$ cat src/rtl/ecc_event_capture.sv
module ecc_event_capture #(
  parameter int ADDR_W      = 32,
  parameter int MASTER_W    = 4,
  parameter int ATTR_W      = 8,
  parameter int DATA_W      = 64,
  parameter bit HAS_CAPTURE = 1'b1
) (
  input  logic                clk,
  input  logic                rst_n,
  input  logic                ev_valid,
  input  logic                ev_corrected,
  input  logic [ADDR_W-1:0]   ev_addr,
  input  logic [MASTER_W-1:0] ev_master,
  input  logic [ATTR_W-1:0]   ev_attr,
  input  logic [DATA_W-1:0]   ev_data,
  input  logic                reg_sel,
  input  logic                reg_wr,
  input  logic [7:0]          reg_addr,
  input  logic [7:0]          reg_wdata,
  output logic [7:0]          reg_rdata,
  output logic                reg_err
);
  localparam logic [7:0] A_CFG  = 8'h43;
  localparam logic [7:0] A_STAT = 8'h47;
  localparam logic [7:0] A_ADDR = 8'h50;
  localparam logic [7:0] A_MST  = 8'h56;
  localparam logic [7:0] A_ATTR = 8'h57;
  localparam logic [7:0] A_DATA = 8'h58;
  localparam int ADDR_BYTES = ADDR_W / 8;
  localparam int DATA_BYTES = DATA_W / 8;
  localparam logic [7:0] A_LAST = A_DATA + 8'(DATA_BYTES - 1);

  logic [7:0]          cfg_q;
  logic                flag_sb_q, flag_nc_q;
  logic [ADDR_W-1:0]   cap_addr;
  logic [MASTER_W-1:0] cap_master;
  logic [ATTR_W-1:0]   cap_attr;
  logic [DATA_W-1:0]   cap_data;

  wire take_sb = ev_valid &  ev_corrected & cfg_q[1];
  wire take_nc = ev_valid & ~ev_corrected & cfg_q[0];
  wire take    = take_sb | take_nc;
  wire cfg_wr  = reg_sel & reg_wr & (reg_addr == A_CFG);
  wire stat_wr = reg_sel & reg_wr & (reg_addr == A_STAT);
  wire hit_cap = reg_sel & (reg_addr >= A_ADDR) & (reg_addr <= A_LAST);

  always_ff @(posedge clk or negedge rst_n) begin
    if (!rst_n) begin
      cfg_q     <= '0;
      flag_sb_q <= 1'b0;
      flag_nc_q <= 1'b0;
    end else begin
      if (cfg_wr) cfg_q <= reg_wdata;
      flag_sb_q <= take_sb | (flag_sb_q & ~(stat_wr & reg_wdata[1]));
      flag_nc_q <= take_nc | (flag_nc_q & ~(stat_wr & reg_wdata[0]));
    end
  end

  generate
    if (HAS_CAPTURE) begin : g_store
      always_ff @(posedge clk or negedge rst_n) begin
        if (!rst_n) begin
          cap_addr   <= '0;
          cap_master <= '0;
          cap_attr   <= '0;
          cap_data   <= '0;
        end else if (take) begin
          cap_addr   <= ev_addr;
          cap_master <= ev_master;
          cap_attr   <= ev_attr;
          cap_data   <= ev_data;
        end
      end

      p_capture_master_r2: assert property (@(posedge clk) disable iff (!rst_n)
        take_sb |=> (cap_master == $past(ev_master)) && (cap_addr == $past(ev_addr)));
      p_capture_data_r3: assert property (@(posedge clk) disable iff (!rst_n)
        take_nc |=> (cap_data == $past(ev_data)) && (cap_attr == $past(ev_attr)));
      p_hold_when_idle_r4: assert property (@(posedge clk) disable iff (!rst_n)
        !take |=> $stable(cap_addr) && $stable(cap_data) && $stable(cap_master));
      p_write_ignored_r7: assert property (@(posedge clk) disable iff (!rst_n)
        (hit_cap && reg_wr && !take) |=> $stable(cap_attr) && $stable(cap_master));
      p_no_err_r7: assert property (@(posedge clk) disable iff (!rst_n)
        hit_cap |-> !reg_err);
    end else begin : g_nostore
      assign cap_addr   = '0;
      assign cap_master = '0;
      assign cap_attr   = '0;
      assign cap_data   = '0;
      p_err_on_capture_r10: assert property (@(posedge clk) disable iff (!rst_n)
        hit_cap |-> reg_err && (reg_rdata == 8'h00));
    end
  endgenerate

  assign reg_err = hit_cap & ~HAS_CAPTURE;

  always_comb begin
    reg_rdata = 8'h00;
    if (reg_sel && !reg_wr && !reg_err) begin
      if (reg_addr == A_CFG)  reg_rdata = cfg_q;
      if (reg_addr == A_STAT) reg_rdata = {6'b0, flag_sb_q, flag_nc_q};
      if (reg_addr == A_MST)  reg_rdata = {{(8-MASTER_W){1'b0}}, cap_master};
      if (reg_addr == A_ATTR) reg_rdata = cap_attr[7:0];
      for (int i = 0; i < ADDR_BYTES; i++)
        if (reg_addr == A_ADDR + 8'(i)) reg_rdata = cap_addr[8*(ADDR_BYTES-1-i) +: 8];
      for (int i = 0; i < DATA_BYTES; i++)
        if (reg_addr == A_DATA + 8'(i)) reg_rdata = cap_data[8*(DATA_BYTES-1-i) +: 8];
    end
  end

  p_flag_sb_set_r2: assert property (@(posedge clk) disable iff (!rst_n)
    take_sb |=> flag_sb_q);
  p_flag_nc_set_r3: assert property (@(posedge clk) disable iff (!rst_n)
    take_nc |=> flag_nc_q);
  p_disabled_no_flag_r4: assert property (@(posedge clk) disable iff (!rst_n)
    (ev_valid && ev_corrected && !cfg_q[1] && !flag_sb_q && !stat_wr) |=> !flag_sb_q);
  p_upper_nibble_zero_r6: assert property (@(posedge clk) disable iff (!rst_n)
    (reg_sel && !reg_wr && reg_addr == A_MST) |-> (reg_rdata[7:4] == 4'h0));
  p_w1c_clear_r8: assert property (@(posedge clk) disable iff (!rst_n)
    (stat_wr && reg_wdata[0] && !take_nc) |=> !flag_nc_q);
  p_w0_keep_r8: assert property (@(posedge clk) disable iff (!rst_n)
    (stat_wr && !reg_wdata[1] && flag_sb_q) |=> flag_sb_q);
  p_event_wins_r9: assert property (@(posedge clk) disable iff (!rst_n)
    (stat_wr && reg_wdata[1] && take_sb) |=> flag_sb_q);
  p_ctrl_no_err_r10: assert property (@(posedge clk) disable iff (!rst_n)
    (reg_sel && (reg_addr == A_CFG || reg_addr == A_STAT)) |-> !reg_err);
endmodule

$ cat config.mk
export PLATFORM = sky130hd
export DESIGN_NAME = ecc_event_capture
export DESIGN_NICKNAME = d
export VERILOG_FILES = /design/src/rtl/ecc_event_capture.sv
export SDC_FILE = /design/constraint.sdc
export NUM_CORES = 1
export LEC_CHECK = 0
export ABC_CLOCK_PERIOD_IN_PS = 2300
export BUFFER_PORTS_ARGS = -buffer_cell sky130_fd_sc_hd__buf_4
export CORE_ASPECT_RATIO = 1.25
export CORE_UTILIZATION = 30
export CTS_CLUSTER_DIAMETER = 80
export DETAILED_ROUTE_END_ITERATION = 6
export REMOVE_ABC_BUFFERS = 1
export SETUP_SLACK_MARGIN = 0.3
export SLEW_MARGIN = 10
export SYNTH_ARGS = -nofsm -noshare
export SYNTH_HDL_FRONTEND = slang
export SYNTH_SLANG_ARGS = --single-unit
$ cat constraint.sdc
create_clock -name clk -period 2.3 [get_ports clk]
set_input_delay 0.115 -clock clk [delete_from_list [all_inputs] [get_ports clk]]
set_output_delay 0.115 -clock clk [all_outputs]
set_load 0.02 [all_outputs]
# After elaboration in Yosys (flattened, before gate mapping)
# Cells that the tools add are included.
[word_totals] regBits=118 input_bits=130 out_inout_bits=9 word_cells=59
[classes] bitwise=17 n_reduce_logical=2 mux=17 eq_ne=16
[ops] cell="$mux 8" n=17
[ops] cell="$eq 8x7->1 const B" n=16
[ops] cell="$and 1x1->1" n=11
[ops] cell="$not 1->1" n=3
[ops] cell="$or 1x1->1" n=3
[ops] cell="$logic_and 1x1->1" n=1
[ops] cell="$logic_not 1->1" n=1

# Longest topological paths before layout
[depth] word_depth=18 mapped_depth=8 ltp_nobuf=5

# Least setup slack after synthesis
# Ideal clock, no wire load.
[synth_path] kind="input to output" start="in reg_addr[4]" end="out reg_rdata[2]" path_stages=6 required_time_ns=2.185 arrival_ns=1.869 n_path_buf=1 setup_slack_ns=0.316 path_cell_list="buf_6 or4b_4 nor4_4 a21oi_1 o22a_1 o21ai_0"
[synth_between] elab_chain_len=18 word_cells_on_any_way=33 cone_classes="eq/ne (16); mux (17)"
[synth_rtl] item="start, declared" line="18" rtl="input logic [7:0] reg_addr,"
[synth_rtl] item="$eq 8x7->1" line="100" rtl="if (reg_addr == A_CFG) reg_rdata = cfg_q;"
[synth_rtl] item="$mux 8" line="100"
[synth_rtl] item="$mux 8" line="101" rtl="if (reg_addr == A_STAT) reg_rdata = {6'b0, flag_sb_q, flag_nc_q};"
[synth_rtl] item="$mux 8" line="102" rtl="if (reg_addr == A_MST) reg_rdata = {{(8-MASTER_W){1'b0}}, cap_master};"
[synth_rtl] item="$mux 8" line="103" rtl="if (reg_addr == A_ATTR) reg_rdata = cap_attr[7:0];"
[synth_rtl] item="$mux 8 (4 in series)" line="105" rtl="if (reg_addr == A_ADDR + 8'(i)) reg_rdata = cap_addr[8*(ADDR_BYTES-1-i) +: 8];"
[synth_rtl] item="$mux 8 (7 in series)" line="107" rtl="if (reg_addr == A_DATA + 8'(i)) reg_rdata = cap_data[8*(DATA_BYTES-1-i) +: 8];"
[synth_rtl] item="$mux 8 (*)" line="107"
[synth_rtl] item="$mux 8 (*)" line="99" rtl="if (reg_sel && !reg_wr && !reg_err) begin"
[synth_rtl] item="end, declared" line="20" rtl="output logic [7:0] reg_rdata,"
# Every way passes the cells marked *; elsewhere a longest branch is shown, timed or not.

# Worst setup path after layout
[layout_path] start="reg cap_addr[1]" end="out reg_rdata[1]"
[layout_between] elab_chain_len=10
[layout_rtl] item="start, declared" line="35" rtl="logic [ADDR_W-1:0] cap_addr;"
[layout_rtl] item="start signal, assigned" line="68" rtl="cap_addr <= ev_addr;"
[layout_rtl] item="$mux 8" line="105"
[layout_rtl] item="$mux 8 (8 in series)" line="107"
[layout_rtl] item="$mux 8" line="99"
# No other way between the ends.

==> reports/metrics.csv <==
stage,metric,value,unit
cells_and_area,area.sequential,2950,µm²
pwr,p_leak,0.00436,µW
sta,finalSetupTns,0,ns
cells_and_area,n_fill_cell,1713,
sta,rsz0062_at_grt,true,
clock_network,clock-sinks,118,
sta,period_share,88.0,%
cells_and_area,final_cell_area,9210,µm²
clock_network,clk_path_buf_depth,2,
cells_and_area,drive_gt1_share,45.2,%
sta,worstMarginPinSlew,0.745,ns
synthesis,ys_top_cells_by_count,"mux2_2, dfrtp_1, a21oi_1",
clock_network,numCtsBuffers,17,
cells_and_area,multi_input_area,2840,µm²
cells_and_area,syn2layout_area_growth,56.0,%
global_routing,grt_antenna_before_repair,0,
synthesis,synthDistinctLibCells,64,
global_routing,grt_pass1_wl,28700,µm
synthesis,yosysSeqAreaShare,50.0,%
drt,ant_nets,0,
sta,slew_violations,0,
global_routing,grt_pass1_vias,5416,
sta,hold_viol,0,
setup_path,crit_type,register to primary output,
sta,relSlewSlack,50.3,%
pwr,clkPwrFrac,40.6,%
place,routabilityCongestion,0.874,
setup_path,cp-end-kind,primary output,
hold_path,holdCritPathClass,input pin to register,
outcome,status,finished clean,
drt,drt-total-wl,18100,µm
place,place_hpwl,12900,µm
cells_and_area,insertedDiodeCount,0,
floorplanning,core_area,19300,µm²
hold_path,hold_path_depth,3,
setup_path,crit_buf_inv,1,
synthesis,synth_top_cell_by_area,dfrtp_1,
drt,avgRoutedWirePerCell,17.6,µm
floorplanning,rows,57,
pwr,power_switching,1610,µW
pwr,internal_power,4740,µW
clock_network,path_clk_slew,0.06,ns
drt,drt-initial-drc-count,220,
setup_path,cp-start-kind,register,
drt,vias,5016,
floorplanning,ios,139,
synthesis,synth_edf_count,0,
setup_path,critPathTopFamily,multiplexers,
floorplanning,fp.dieH,159,µm
floorplanning,start_util,30.6,%
synthesis,synthArstFlopShare,100,%
drt,dr.pass1.iters,4,
synthesis,syn-cell-area,5910,µm²
sta,setup_viol,0,
synthesis,ys_warn_count,0,
synthesis,yosysMostFrequentCell,mux2_2,
pwr,peakVddDrop,0.000514,V
sta,timing.fmax,494,MHz
setup_path,r2r_cells,4,
setup_path,crit_required,2.18,ns
synthesis,synth.top_cell.area_share,50.0,%
clock_network,htreeDepth,4,
setup_path,crit_cells,5,
synthesis,syn_inst,481,
synthesis,synth-seq-cells,118,
global_routing,grt_max_degree,57,
synthesis,ys.flop_type,dfrtp_1,
floorplanning,die_w,127,µm
setup_path,cp_cell_sequence,mux4_2 -> or2_4 -> o211ai_1 -> a21oi_1 -> buf_4,
place,portBuffers,137,
pwr,powerDensity,690,nW/µm²
global_routing,grt_usage,18.9,%
pwr,pwr-share-comb,17.9,%
pwr,netSwitchingFraction,25.4,%
setup_path,cp_max_fo,2,
sta,fin_skew,0.00680,ns
run,max-cap-violations,0,
cells_and_area,num-nets-final,881,
synthesis,synthTopCellsByArea,"dfrtp_1, mux2_2, mux2i_1",
clock_network,clk_latency,0.42,ns
clock_network,cts-root-buf,clkbuf_16,
pwr,seq_power_share,41.5,%
pwr,power,6350,µW
sta,fin_crit,2.02,ns
drt,route.detailed.drc,0,
setup_path,crit_path_max_incr_delay,0.49,ns
floorplanning,dieArea,20300,µm²
place,place_area,7340,µm²
setup_path,crit_slowest_cell,mux4_2,
clock_network,cts_tree,done,
setup_path,critPathArrivalTime,1.91,ns
drt,viasPerCell,4.88,
global_routing,grt-ovfl-total,0,
synthesis,syn_area_per_cell,12.3,µm²
-- power groups by stage --
stage	combinational, µW	sequential [µW]	clock, µW
global route	1240	2680	2740
CTS	1120	2640	2650
floorplan	542	2590	0
finish	1140	2640	2580
detailed placement	945	2670	0
global placement	918	2660	0
-- layout by cell type (no fill, tap or decap), types with 4 or more instances in the layout --
master / Yosys / routed
nor2_1: 18 / 18
o21ai_0: 9 / 6
nand2_1: 17 / 16
inv_1: 8 / 8
o22ai_1: 6 / 5
clkbuf_16: 0 / 17
dlygate4sd3_1: 0 / 118
o211ai_1: 9 / 9
nor4_1: 4 / 4
clkinv_4: 0 / 5
a21oi_1: 22 / 19
nand3_1: 10 / 10
nor3_1: 5 / 5
mux4_2: 5 / 5
nor2b_1: 7 / 7
buf_4: 1 / 162
mux2_2: 123 / 123
nor3b_1: 5 / 5
nand2b_1: 4 / 4
mux2i_1: 13 / 13
dfrtp_1: 118 / 118
-- logic make-up after synthesis --
logic type | count (synthesis) | synth area share [%]
mux | 141 | 27.6
flops | 118 | 50.0
compound gates | 91 | 10.8
simple gates | 87 | 8.41
buf+inv | 43 | 3.18
other cells | 1 | 0.0635
-- routing by layer --
| metal | vias to the layer above | wire [µm] | track usage (%) |
|---|---|---|---|
| li1 | 2332 | - | - |
| met3 | 36 | 833 | 3.98 |
| met4 | 0 | 657 | 9.04 |
| met5 | - | 0 | 0 |
| met1 | 2480 | 7280 | 22.3 |
| met2 | 168 | 9340 | 32.3 |
-- path summary, 6_finish.rpt --
kind                       slack [ns]                     start                         to
min reg2reg                      0.50  cap_addr[22]$_DFFE_PN0P_   cap_addr[22]$_DFFE_PN0P_
min                              0.07              ev_corrected        flag_nc_q$_DFF_PN0_
max reg2reg                      0.52      cfg_q[1]$_DFFE_PN0P_   cap_addr[11]$_DFFE_PN0P_
max                              0.28   cap_addr[1]$_DFFE_PN0P_               reg_rdata[1]
max in group asynchronous        1.25                     rst_n  cap_master[3]$_DFFE_PN0P_
min in group asynchronous        0.30                     rst_n   cap_addr[10]$_DFFE_PN0P_
-- worst register-to-register path: cells and delay by family, from the launching register on --
kind	cells	cell delay [ns]
AND/OR/NAND/NOR	1	0.18
buffers and inverters	1	0.32
AO/OA/AOI/OAI	1	0.36
flip-flops	1	0.38
multiplexers	1	0.43
-- flip-flops by register name (all words and copies together) (netlist names) --
signal and flops:
cap_master 4, flag_nc_q 1, cfg_q 8, flag_sb_q 1
cap_attr 8, cap_data 64, cap_addr 32
-- layout make-up --
| cell class | count | area share [%] |
|---|---|---|
| clock inverters | 14 | 1.66 |
| flip-flops and latches | 118 | 32.0 |
| clock buffers | 17 | 4.62 |
| well taps | 265 | 3.60 |
| multi-input cells | 320 | 30.8 |
| repair buffers | 285 | 26.9 |
| inverters | 9 | 0.367 |
-- through the flow --
step | cells | util (%) | hold slack [ns] | setup WS (ns)
after floorplan | 447 | - | -0.181 | -3.75
after global placement | 873 | 38.0 | 0.218 | 0.0554
after detailed placement | 873 | 38.0 | 0.230 | 0.181
after CTS | 1022 | 47.2 | 0.0605 | 0.252
after global routing | 1028 | 47.7 | 0.0556 | 0.208
final | 1028 | 47.7 | 0.0741 | 0.277
-- timing repair --
action	4_1_cts	5_1_grt
setup buffers	0	6
endpoints found under the setup margin	5	8
hold buffers	118	0
pin swaps	5	9
resized for setup	8	10
endpoints found under the hold margin	172	0
No activity file was read; power rests on OpenSTA's default activity.
